$ cat src/rtl/plg_pkg.sv
package plg_pkg;
  localparam int unsigned DW = 32;
  localparam int unsigned AW = 12;
  localparam logic [DW-1:0] KEY_VALUE = 32'h00A5_A501;
  localparam logic [AW-1:0] KEY_OFF  = 12'h520;
  localparam logic [AW-1:0] LOCK_OFF = 12'h500;
  localparam logic [AW-1:0] CTRL_OFF = 12'h100;
  localparam logic [AW-1:0] SET_OFF  = 12'h040;
  localparam logic [AW-1:0] CLR_OFF  = 12'h060;

  // word-aligned offset inside a window of n words starting at base
  function automatic logic in_window(logic [AW-1:0] a, logic [AW-1:0] base, int unsigned n);
    int unsigned ai, bi;
    ai = int'(a);
    bi = int'(base);
    return (a[1:0] == 2'b00) && (ai >= bi) && (ai < bi + 4 * n);
  endfunction

  function automatic int unsigned word_index(logic [AW-1:0] a, logic [AW-1:0] base);
    return (int'(a) - int'(base)) >> 2;
  endfunction

  function automatic logic is_key_write(logic [AW-1:0] a, logic [DW-1:0] d);
    return (a == KEY_OFF) && (d == KEY_VALUE);
  endfunction
endpackage

$ cat src/rtl/plg_arm.sv
module plg_arm
  import plg_pkg::*;
(
  input  logic          clk,
  input  logic          rst_n,
  input  logic          wr_en,
  input  logic [AW-1:0] wr_addr,
  input  logic [DW-1:0] wdata,
  output logic          armed
);
  logic key_seen;
  assign key_seen = wr_en && is_key_write(wr_addr, wdata);

  // every write re-decides arming; reads leave it alone
  always_ff @(posedge clk or negedge rst_n) begin
    if (!rst_n)     armed <= 1'b0;
    else if (wr_en) armed <= key_seen;
  end

  p_arm_from_key_r2: assert property (@(posedge clk) disable iff (!rst_n)
    $rose(armed) |-> $past(wr_en && wr_addr == KEY_OFF && wdata == KEY_VALUE));

  p_arm_one_shot_r4: assert property (@(posedge clk) disable iff (!rst_n)
    (armed && wr_en && wr_addr != KEY_OFF) |=> !armed);
endmodule

$ cat src/rtl/plg_lock_regs.sv
module plg_lock_regs
  import plg_pkg::*;
#(
  parameter int unsigned NBANK = 4
) (
  input  logic                clk,
  input  logic                rst_n,
  input  logic                armed,
  input  logic                wr_en,
  input  logic [AW-1:0]       wr_addr,
  input  logic [DW-1:0]       wdata,
  input  logic                rd_en,
  input  logic [AW-1:0]       rd_addr,
  output logic [DW-1:0]       rd_data,
  output logic [NBANK*DW-1:0] lock_vec
);
  logic [DW-1:0] lock_q   [NBANK];
  logic [NBANK-1:0] hit;
  logic [NBANK-1:0] load_ev;

  for (genvar b = 0; b < NBANK; b++) begin : g_bank
    localparam logic [AW-1:0] OFF = LOCK_OFF + AW'(4 * b);
    assign hit[b]     = wr_en && (wr_addr == OFF);
    assign load_ev[b] = hit[b] && armed;

    always_ff @(posedge clk or negedge rst_n) begin
      if (!rst_n)          lock_q[b] <= '1;
      else if (load_ev[b]) lock_q[b] <= wdata;
    end

    assign lock_vec[b*DW +: DW] = lock_q[b];

    p_unarmed_hold_r3: assert property (@(posedge clk) disable iff (!rst_n)
      (hit[b] && !armed) |=> $stable(lock_q[b]));

    p_armed_load_r2: assert property (@(posedge clk) disable iff (!rst_n)
      load_ev[b] |=> (lock_q[b] == $past(wdata)));
  end

  always_ff @(posedge clk or negedge rst_n) begin
    if (!rst_n) rd_data <= '0;
    else if (rd_en) begin
      if (in_window(rd_addr, LOCK_OFF, NBANK))
        rd_data <= lock_q[word_index(rd_addr, LOCK_OFF)];
      else
        rd_data <= '0;
    end
  end
endmodule

$ cat src/rtl/plg_write_gate.sv
module plg_write_gate
  import plg_pkg::*;
#(
  parameter int unsigned NBANK = 4
) (
  input  logic                clk,
  input  logic                rst_n,
  input  logic [NBANK*DW-1:0] lock_vec,
  input  logic                wr_en,
  input  logic [AW-1:0]       wr_addr,
  input  logic [DW-1:0]       wdata,
  output logic                fwd_wr_en,
  output logic [AW-1:0]       fwd_addr,
  output logic [DW-1:0]       fwd_wdata
);
  localparam int unsigned NPIN = NBANK * DW;

  logic is_ctrl, is_set, is_clr, is_own;
  logic pin_locked;
  logic [DW-1:0] bank_mask;

  assign is_ctrl = in_window(wr_addr, CTRL_OFF, NPIN);
  assign is_set  = in_window(wr_addr, SET_OFF, NBANK);
  assign is_clr  = in_window(wr_addr, CLR_OFF, NBANK);
  assign is_own  = (wr_addr == KEY_OFF) || in_window(wr_addr, LOCK_OFF, NBANK);

  always_comb begin
    pin_locked = 1'b0;
    bank_mask  = '0;
    if (is_ctrl) pin_locked = lock_vec[word_index(wr_addr, CTRL_OFF)];
    if (is_set)  bank_mask  = lock_vec[word_index(wr_addr, SET_OFF) * DW +: DW];
    if (is_clr)  bank_mask  = lock_vec[word_index(wr_addr, CLR_OFF) * DW +: DW];
  end

  assign fwd_wr_en = wr_en && !is_own && !(is_ctrl && pin_locked);
  assign fwd_addr  = wr_addr;
  assign fwd_wdata = wdata & ~bank_mask;

  p_ctrl_blocked_r6: assert property (@(posedge clk) disable iff (!rst_n)
    (wr_en && is_ctrl && pin_locked) |-> !fwd_wr_en);

  p_setclr_masked_r7: assert property (@(posedge clk) disable iff (!rst_n)
    (fwd_wr_en && (is_set || is_clr)) |-> ((fwd_wdata & bank_mask) == '0));

  p_own_consumed_r8: assert property (@(posedge clk) disable iff (!rst_n)
    (wr_en && is_own) |-> !fwd_wr_en);
endmodule

$ cat src/rtl/pin_lock_guard.sv
module pin_lock_guard
  import plg_pkg::*;
#(
  parameter int unsigned NBANK = 4
) (
  input  logic                clk,
  input  logic                rst_n,
  input  logic                wr_en,
  input  logic [11:0]         wr_addr,
  input  logic [31:0]         wdata,
  input  logic                rd_en,
  input  logic [11:0]         rd_addr,
  output logic [31:0]         rd_data,
  output logic [NBANK*32-1:0] lock_vec,
  output logic                fwd_wr_en,
  output logic [11:0]         fwd_addr,
  output logic [31:0]         fwd_wdata
);
  logic armed;

  plg_arm u_arm (
    .clk(clk), .rst_n(rst_n), .wr_en(wr_en), .wr_addr(wr_addr),
    .wdata(wdata), .armed(armed)
  );

  plg_lock_regs #(.NBANK(NBANK)) u_regs (
    .clk(clk), .rst_n(rst_n), .armed(armed), .wr_en(wr_en),
    .wr_addr(wr_addr), .wdata(wdata), .rd_en(rd_en), .rd_addr(rd_addr),
    .rd_data(rd_data), .lock_vec(lock_vec)
  );

  plg_write_gate #(.NBANK(NBANK)) u_gate (
    .clk(clk), .rst_n(rst_n), .lock_vec(lock_vec), .wr_en(wr_en),
    .wr_addr(wr_addr), .wdata(wdata), .fwd_wr_en(fwd_wr_en),
    .fwd_addr(fwd_addr), .fwd_wdata(fwd_wdata)
  );

  p_reset_locked_r1: assert property (@(posedge clk)
    $rose(rst_n) |-> (lock_vec == '1));
endmodule

$ cat config.mk
export PLATFORM = sky130hd
export DESIGN_NAME = pin_lock_guard
export DESIGN_NICKNAME = d
export VERILOG_FILES = /design/src/rtl/plg_pkg.sv /design/src/rtl/plg_arm.sv /design/src/rtl/plg_lock_regs.sv /design/src/rtl/plg_write_gate.sv /design/src/rtl/pin_lock_guard.sv
export SDC_FILE = /design/constraint.sdc
export NUM_CORES = 1
export LEC_CHECK = 0
export CORE_ASPECT_RATIO = 0.9
export CORE_MARGIN = 3
export CORE_UTILIZATION = 40
export DETAILED_ROUTE_END_ITERATION = 8
export DONT_BUFFER_PORTS = 1
export SKIP_CTS_REPAIR_TIMING = 1
export SLEW_MARGIN = 15
export SYNTH_ARGS = -nofsm -noshare
export SYNTH_HDL_FRONTEND = slang
export SYNTH_SLANG_ARGS = --single-unit
$ cat constraint.sdc
create_clock -name clk -period 2.9 [get_ports clk]
set_input_delay 0.29 -clock clk [delete_from_list [all_inputs] [get_ports clk]]
set_output_delay 0.29 -clock clk [all_outputs]
set_load 0.05 [all_outputs]
# Word level (Yosys, flattened, before mapping)
# Cells that the tools add are included.
# classes
add_sub_neg,4
order_cmp,12
eq_ne,6
shifts,2
mux,9
bitwise,3
reduce_logical,28
# op_table
op,count
variable part select 128 x 33 -> 32 bit,2
2-to-1 mux 32 bit,5
binary-select mux 32 bit (select 2 bit),1
"== test 12 x 11 -> 1 bit, second input constant",5
">= comparator 33 x 3 -> 1 bit, second input constant",1
NOT 30 -> 33 bit,1
bitwise AND 32 bit,1
"== test 32 x 24 -> 1 bit, second input constant",1
NOT 32 bit,1
"less-than comparator 30 x 8 -> 1 bit, second input constant",1
"subtractor 12 x 7 -> 13 bit, second input constant",2
">= comparator 12 x 11 -> 1 bit, second input constant",2
">= comparator 12 x 7 -> 1 bit, second input constant",2
"less-than comparator 12 x 11 -> 1 bit, second input constant",2
"less-than comparator 12 x 7 -> 1 bit, second input constant",2
logical AND 1 bit,23
"subtractor 12 x 11 -> 13 bit, second input constant",1
"subtractor 12 x 9 -> 13 bit, second input constant",1
">= comparator 12 x 9 -> 1 bit, second input constant",1
"less-than comparator 12 x 10 -> 1 bit, second input constant",1
binary-select mux 1 bit (select 7 bit),1
logical NOT 2 bit,2
logical NOT 1 bit,2
2-to-1 mux 1 bit,2
logical OR 1 bit,1
# word_totals
ff_bits,161
output_inout_bits,205
word_cells,70

# Depth between registers and ports, before layout
# Gate-level depths: netlist (run 1).
# logic_depth
word_depth,7
depth_mapped,8
mapped_depth_nobuf,5

# By module
# From an unflattened synthesis (run 1), not the netlist that was laid out.
# unflattened
hier_cells,667
area_unflattened_um2,9634.2
# modules_own_cells
mod,n_inst,cells_each,area_per_inst_um2
plg_lock_regs,1,457,7144.4
plg_write_gate,1,192,2298.5
plg_arm,1,18,191.4

# Worst setup path after synthesis (run 1)
# Ideal clock, no wire load.
# synth_path
path_type,in2out
startpoint,input port wr_addr[2]
endpoint,output port fwd_wdata[11]
arrival_ns,2.695
required_time_ns,2.610
path_slack_ns,-0.085
stages,7
n_path_buf,5
cell_sequence,buf_2 > buf_6 > buf_4 > buf_2 > buf_2 > mux4_2 > a21boi_1
# synth_between
elab_chain_len,7
word_cells_on_any_way,16
# synth_lines
element,line,rtl
"start, declared",pin_lock_guard.sv:9,"input logic [11:0] wr_addr,"
"parallel branches: the longest is 4 deep, another holds subtractor 12 x 7 -> 13 bit",n/a,
2-to-1 mux 32 bit (*),plg_write_gate.sv:32,"if (is_clr) bank_mask = lock_vec[word_index(wr_addr, CLR_OFF) * DW +: DW];"
NOT 32 bit (*),plg_write_gate.sv:37,assign fwd_wdata = wdata & ~bank_mask;
bitwise AND 32 bit (*),plg_write_gate.sv:37,
"end, declared",pin_lock_guard.sv:17,output logic [31:0] fwd_wdata
# Mark *: on every way between the ends.

# Worst setup path in the final report (run 1)
# layout_path
startpoint,register u_regs.lock_q (netlist bit u_regs.lock_vec[123])
endpoint,output port fwd_wr_en
# layout_between
elab_chain_len,6
# layout_lines
element,line,rtl
"start, declared",plg_lock_regs.sv:17,logic [DW-1:0] lock_q [NBANK];
"start signal, assigned by index",plg_lock_regs.sv:28,else if (load_ev[b]) lock_q[b] <= wdata;
binary-select mux 1 bit (select 7 bit),plg_write_gate.sv:30,"if (is_ctrl) pin_locked = lock_vec[word_index(wr_addr, CTRL_OFF)];"
2-to-1 mux 1 bit (implied by the code),plg_write_gate.sv:30,
2-to-1 mux 1 bit,plg_write_gate.sv:30,
logical AND 1 bit,plg_write_gate.sv:35,assign fwd_wr_en = wr_en && !is_own && !(is_ctrl && pin_locked);
logical NOT 1 bit,plg_write_gate.sv:35,
logical AND 1 bit,plg_write_gate.sv:35,
"end, declared",pin_lock_guard.sv:15,"output logic fwd_wr_en,"
# No other way between the ends. The select of a mux whose other input is x is not followed.

==> metrics.yaml, run 1 <==
outcome: "finished, violations left"
violations: "hold timing, setup timing"
fin_ws_ns: -0.0965
syn2layout_area_growth_pct: 13.7
arrival_ns: 2.71
cap_violations: 0
max_slew_margin_pct: 29.4
rr_startpoint: "u_arm.armed"
async_reset_ff_share_pct: 100
max_freq_mhz: 334
worst_slew_pin_slew_ns: 1.06
start_util_pct: 41.3
die_x_um: 168
rsz0062_at_grt: "yes"
remaining_drc_errors: 0
r2r_cells: 5
via_count: 6201
worst_hold_path_type: "input port to asynchronous set/reset pin"
cts_root_buf: "clkbuf_16"
reg2reg_slack_ns: 1.07
via_per_inst: 6.34
cts_made_buffers: 17
postSynthCellCount: 657
slowest_stage: "mux4_2"
htreeDepth: 4
wl_um: 29400
first_global_vias: 6529
crit_chain: "mux4_2 -> mux4_2 -> mux2i_1 -> nor4b_1 -> o32ai_2 -> buf_4"
ys.flop_type: "dfstp_2"
yosysWarnings: 0
grt_usage_pct: 22.5
final_max_slew_viol_count: 0
die-area_um2: 25400
ys_types: 41
fin_crit_sh_pct: 103
core_um2: 22800
post-route-min-period_ns: 3.00
setup_violations: 1
path_max_fanout: 5
cp.required_ns: 2.61
cts.sinks: 161
yosysSeqAreaShare_pct: 44.6
io_pins: 265
die_h_um: 151
netlist_area_um2: 9400
diodes: 0
ir_worst_vdd_v: 0.000248
insertion_delay_ns: 0.43
ys_ff_latch: 161
endpoint: "fwd_wr_en"
antenna_left: 0
hpwl_um: 19800
worstSetupStartpoint: "u_regs.lock_vec[123]"
firstDrtPassIters: 5
gp_congestion: 0.856
hold_viol: 162
grt_pass1_wl_um: 43100
synth_edf_count: 0
wire_per_inst_um: 30.1
clock_skew_ns: 0.0112
cp-start-kind: "flip-flop"
crit_path_end_kind: "output port"
rr_endpoint: "u_regs.lock_vec[26]"
portBuffers: 0
fin_util_pct: 46.9
leakage_uw: 0.00411
finalPower_uw: 4810
cts_buffer_depth: 2
avgSynthCellArea_um2: 14.3
fin_nets: 728
p_per_area_nw_per_um2: 451
cts_tree: "done"
layout-drive-gt1-share_pct: 46.5
hold_slack_ns: -0.443
final_cell_mix: "128 x mux2_1, 128 x dfstp_2, 99 x mux4_2, 64 x inv_1, 33 x dfrtp_1"
drt_iter0_markers: 366
grt_overflow: 0
syn_nets: 717
clkTransAtPathRegs_ns: 0.07
antenna_found_initial: 2
row_count: 52
crit_type: "flip-flop to output port"
grt_max_degree: 162
cp_slowest_stage_delay_ns: 0.57
crit_path_frequent_cell: "mux4_2"
## state kept, by name, summed over array words and instances, names as in the netlist
signal / count
u_regs.lock_vec: 128
u_arm.armed: 1
u_regs.rd_data: 32
## layout make-up
type | instances | area (um2)
Fill cell | 2008 | 12100
Multi-Input combinational cell | 370 | 4770
Sequential cell | 161 | 4190
Timing Repair Buffer | 53 | 515
Clock buffer | 19 | 443
Tap cell | 297 | 372
Inverter | 65 | 244
Clock inverter | 13 | 149
## metal layers
metal	track usage, %	wire, um
met1	30.1	12500
met4	6.38	534
met3	6.45	2220
met5	0	23
met2	36.0	14200
## power breakdown
| part | switching, uW | total [uW] | internal, uW | leakage (uW) |
|---|---|---|---|---|
| Combinational | 149 | 272 | 124 | 0.00205 |
| Sequential | 0.00000000000823 | 2250 | 2250 | 0.00178 |
| Clock | 980 | 2290 | 1310 | 0.000281 |
| Total | 1130 | 4810 | 3680 | 0.00411 |
## critical path: cells and delay by family, from the launching register on
| family | cells | cell delay, ns |
|---|---|---|
| AO/OA/AOI/OAI | 1 | 0.21 |
| AND/OR/NAND/NOR | 1 | 0.09 |
| multiplexers | 3 | 1.23 |
| flip-flops | 1 | 0.47 |
| buffers and inverters | 1 | 0.26 |
## cells by family after synthesis
| kind of cell | count (synthesis) | synth area share (%) |
|---|---|---|
| AOI/OAI and AO/OA | 75 | 5.59 |
| DFF | 161 | 44.6 |
| muxes | 235 | 39.9 |
| and+or+nand+nor | 59 | 3.76 |
| buffers and inverters | 126 | 6.05 |
| xor gates and xnor gates | 1 | 0.0932 |
## worst min-delay path by stage
stage                         endpoint  slack [ns]  cells after the start
floorplan                  u_arm.armed      -0.006                      0
global placement     u_regs.rd_data[8]       0.001                      0
detailed placement   u_regs.rd_data[8]      0.0002                      0
CTS                  u_regs.rd_data[8]       -0.47                      0
global route        u_regs.rd_data[10]       -0.47                      0
finish               u_regs.rd_data[8]       -0.44                      0
## through the flow
stage                     hold WS [ns]  std cells  setup slack (ns)  instance area (um2)  TNS, ns
after floorplan               -0.00559        657            0.0257                 9510        0
after global placement         0.00140        913             0.351                 9750        0
after detailed placement      0.000169        913             0.357                 9750        0
after CTS                       -0.468        945            -0.110                10300   -0.110
after global routing            -0.474        978            -0.160                10700   -0.160
final                           -0.443        978           -0.0965                10700  -0.0965
## synth_stat cells, types with 3 or more instances
master    count  share of area [%]
nand3b_1      4               0.32
mux4_2       99                 24
o22ai_1      32                2.1
buf_2        22                1.2
inv_1        64                2.6
a21boi_1     32                2.6
nor2_1        8               0.32
buf_4        16                1.3
nand2_1       7               0.28
clkbuf_1     19               0.76
mux2_1      128                 15
nand4_1       3               0.20
nor3_1       10               0.53
nand3_1       3               0.16
nor4b_1       5               0.47
dfrtp_1      33                8.8
o21ai_0       5               0.27
dfstp_2     128                 36
mux2i_1       7               0.75
nor4_1        6               0.40
buf_1         3               0.12
(Power assumes the default switching activity.)
==> run 2, diff against run 1 <==
==> constraint.sdc (replaced) <==
create_clock -name clk -period 2.9 [get_ports clk]
set_input_delay 0.29 -clock clk [delete_from_list [all_inputs] [get_ports clk]]
set_output_delay 0.29 -clock clk [all_outputs]
set_load 0.01 [all_outputs]
==> run 2 against run 1 <==
Against the previous run:
- register-to-register slack got worse by 0.04 ns
- sequential share of layout area increased by 0.65 points
- utilization decreased by 0.76 points
- final area decreased by 1.6%
- count of clock-buffer cells in the layout decreased by 1
- largest power group unchanged
- the run ends with hold timing left
- first-iteration DRC count increased by 2.5%
- critical path depth decreased by 2
- clock power increased by 2%
- cell count decreased by 0.92%
==> metrics.yaml, run 2 (synthesis gave the netlist of run 1 again) <==
insertion_delay_ns: 0.42
diodes: 0
final_cell_mix: "128 x mux2_1, 128 x dfstp_2, 99 x mux4_2, 64 x inv_1"
grt_overflow: 0
first_global_vias: 6538
fin_crit_sh_pct: 97.0
hpwl_um: 19500
via_per_inst: 6.39
core_um2: 22800
grt_max_degree: 162
antenna_left: 0
ir_worst_vdd_v: 0.000387
antenna_found_initial: 0
die-area_um2: 25400
finalPower_uw: 4780
outcome: "finished, violations left"
remaining_drc_errors: 0
grtUsageMet2_pct: 37.3
crit_path_end_kind: "output port"
busiest_layer: "met2"
grt_usage_pct: 22.7
leakage_uw: 0.00405
post-route-min-period_ns: 2.81
cp-start-kind: "flip-flop"
crit_type: "flip-flop to output port"
crit_path_frequent_cell: "mux4_2"
path_max_fanout: 5
max_slew_margin_pct: 63.2
io_pins: 265
slowest_stage: "mux4_2"
max_freq_mhz: 356
wire_per_inst_um: 30.5
wl_um: 29600
setup_violations: 0
syn2layout_area_growth_pct: 11.8
seq_area_um2: 4190
crit_chain: "mux4_2 -> mux4_2 -> and3b_1 -> o32ai_2"
cp.required_ns: 2.61
cts_made_buffers: 17
cts_buffer_depth: 2
cts_root_buf: "clkbuf_16"
final_max_slew_viol_count: 0
firstDrtPassIters: 4
worst_hold_path_type: "input port to asynchronous set/reset pin"
drt_iter0_markers: 375
start_util_pct: 41.3
row_count: 52
portBuffers: 0
nFillCells: 2016
largest_reg_flops: 128
worst_slew_pin_slew_ns: 0.545
grt_pass1_wl_um: 43600
die_h_um: 151
met3_usage_pct: 6.78
p_per_area_nw_per_um2: 455
gp_congestion: 0.846
hold_viol: 161
cts_tree: "done"
hold_slack_ns: -0.437
cts.sinks: 161
cp_slowest_stage_delay_ns: 0.54
htreeDepth: 4
cap_violations: 0
layout-drive-gt1-share_pct: 41.2
grt_util_met1_pct: 30.6
violations: "hold timing"
die_x_um: 168
rsz0062_at_grt: "no"
clkTransAtPathRegs_ns: 0.07
multi_input_area_um2: 4660
clock_skew_ns: 0.00853
arrival_ns: 2.52
via_count: 6191
fin_nets: 719
setup_tns_ns: 0
-- run 2: stage by stage --
stage	cells	hold slack [ns]	area (um2)	util, %	setup slack, ns
2_1_floorplan	657	-0.00559	9400	-	0.456
3_3_place_gp	903	0.00140	9550	41.9	0.536
3_5_place_dp	903	0.000379	9550	41.9	0.539
4_1_cts	935	-0.460	10200	44.6	0.0662
5_1_grt	969	-0.462	10500	46.1	0.0652
6_report	969	-0.437	10500	46.1	0.0873
-- run 2: layout make-up --
cell class,instances,area share [%]
Multi-Input combinational cell,370,44.3
Sequential cell,161,39.9
Timing Repair Buffer,44,4.17
Clock buffer,18,4.08
Tap cell,297,3.54
Inverter,65,2.32
Clock inverter,14,1.70
-- run 2: final timing paths --
check / to / slack, ns / startpoint / cells after the start
worst max-delay path: fwd_wr_en / 0.09 / u_regs.lock_vec[88] / 4
min in group clk: u_regs.lock_vec[31] / 0.01 / wdata[31] / 1
worst max register to register: u_regs.lock_vec[79] / 1.03 / u_arm.armed / 6
worst min register to register: u_arm.armed / 0.53 / u_arm.armed / 1
max in group asynchronous: u_regs.lock_vec[23] / 3.01 / rst_n / 0
worst min-delay path: u_regs.rd_data[10] / -0.44 / rst_n / 0
-- run 2: critical path, delay by kind of cell, from the launching register on --
kind               cells  cell delay [ns]
AOI/OAI and AO/OA      1             0.45
and+or+nand+nor        1             0.21
muxes                  2             1.03
DFF                    1             0.42
-- run 2: report_power, final --
part / internal (uW) / leakage [uW] / switching, uW
Sequential: 2260 / 0.00178 / 0.00000000000347
Clock: 1370 / 0.000288 / 973
Combinational: 115 / 0.00198 / 71.0
Total: 3740 / 0.00405 / 1040
-- run 2: per-layer routing --
layer	up-vias	share of wire, %
li1	2522	-
met1	3384	42
met2	273	50
met3	12	7.4
met4	0	0.58
met5	-	0
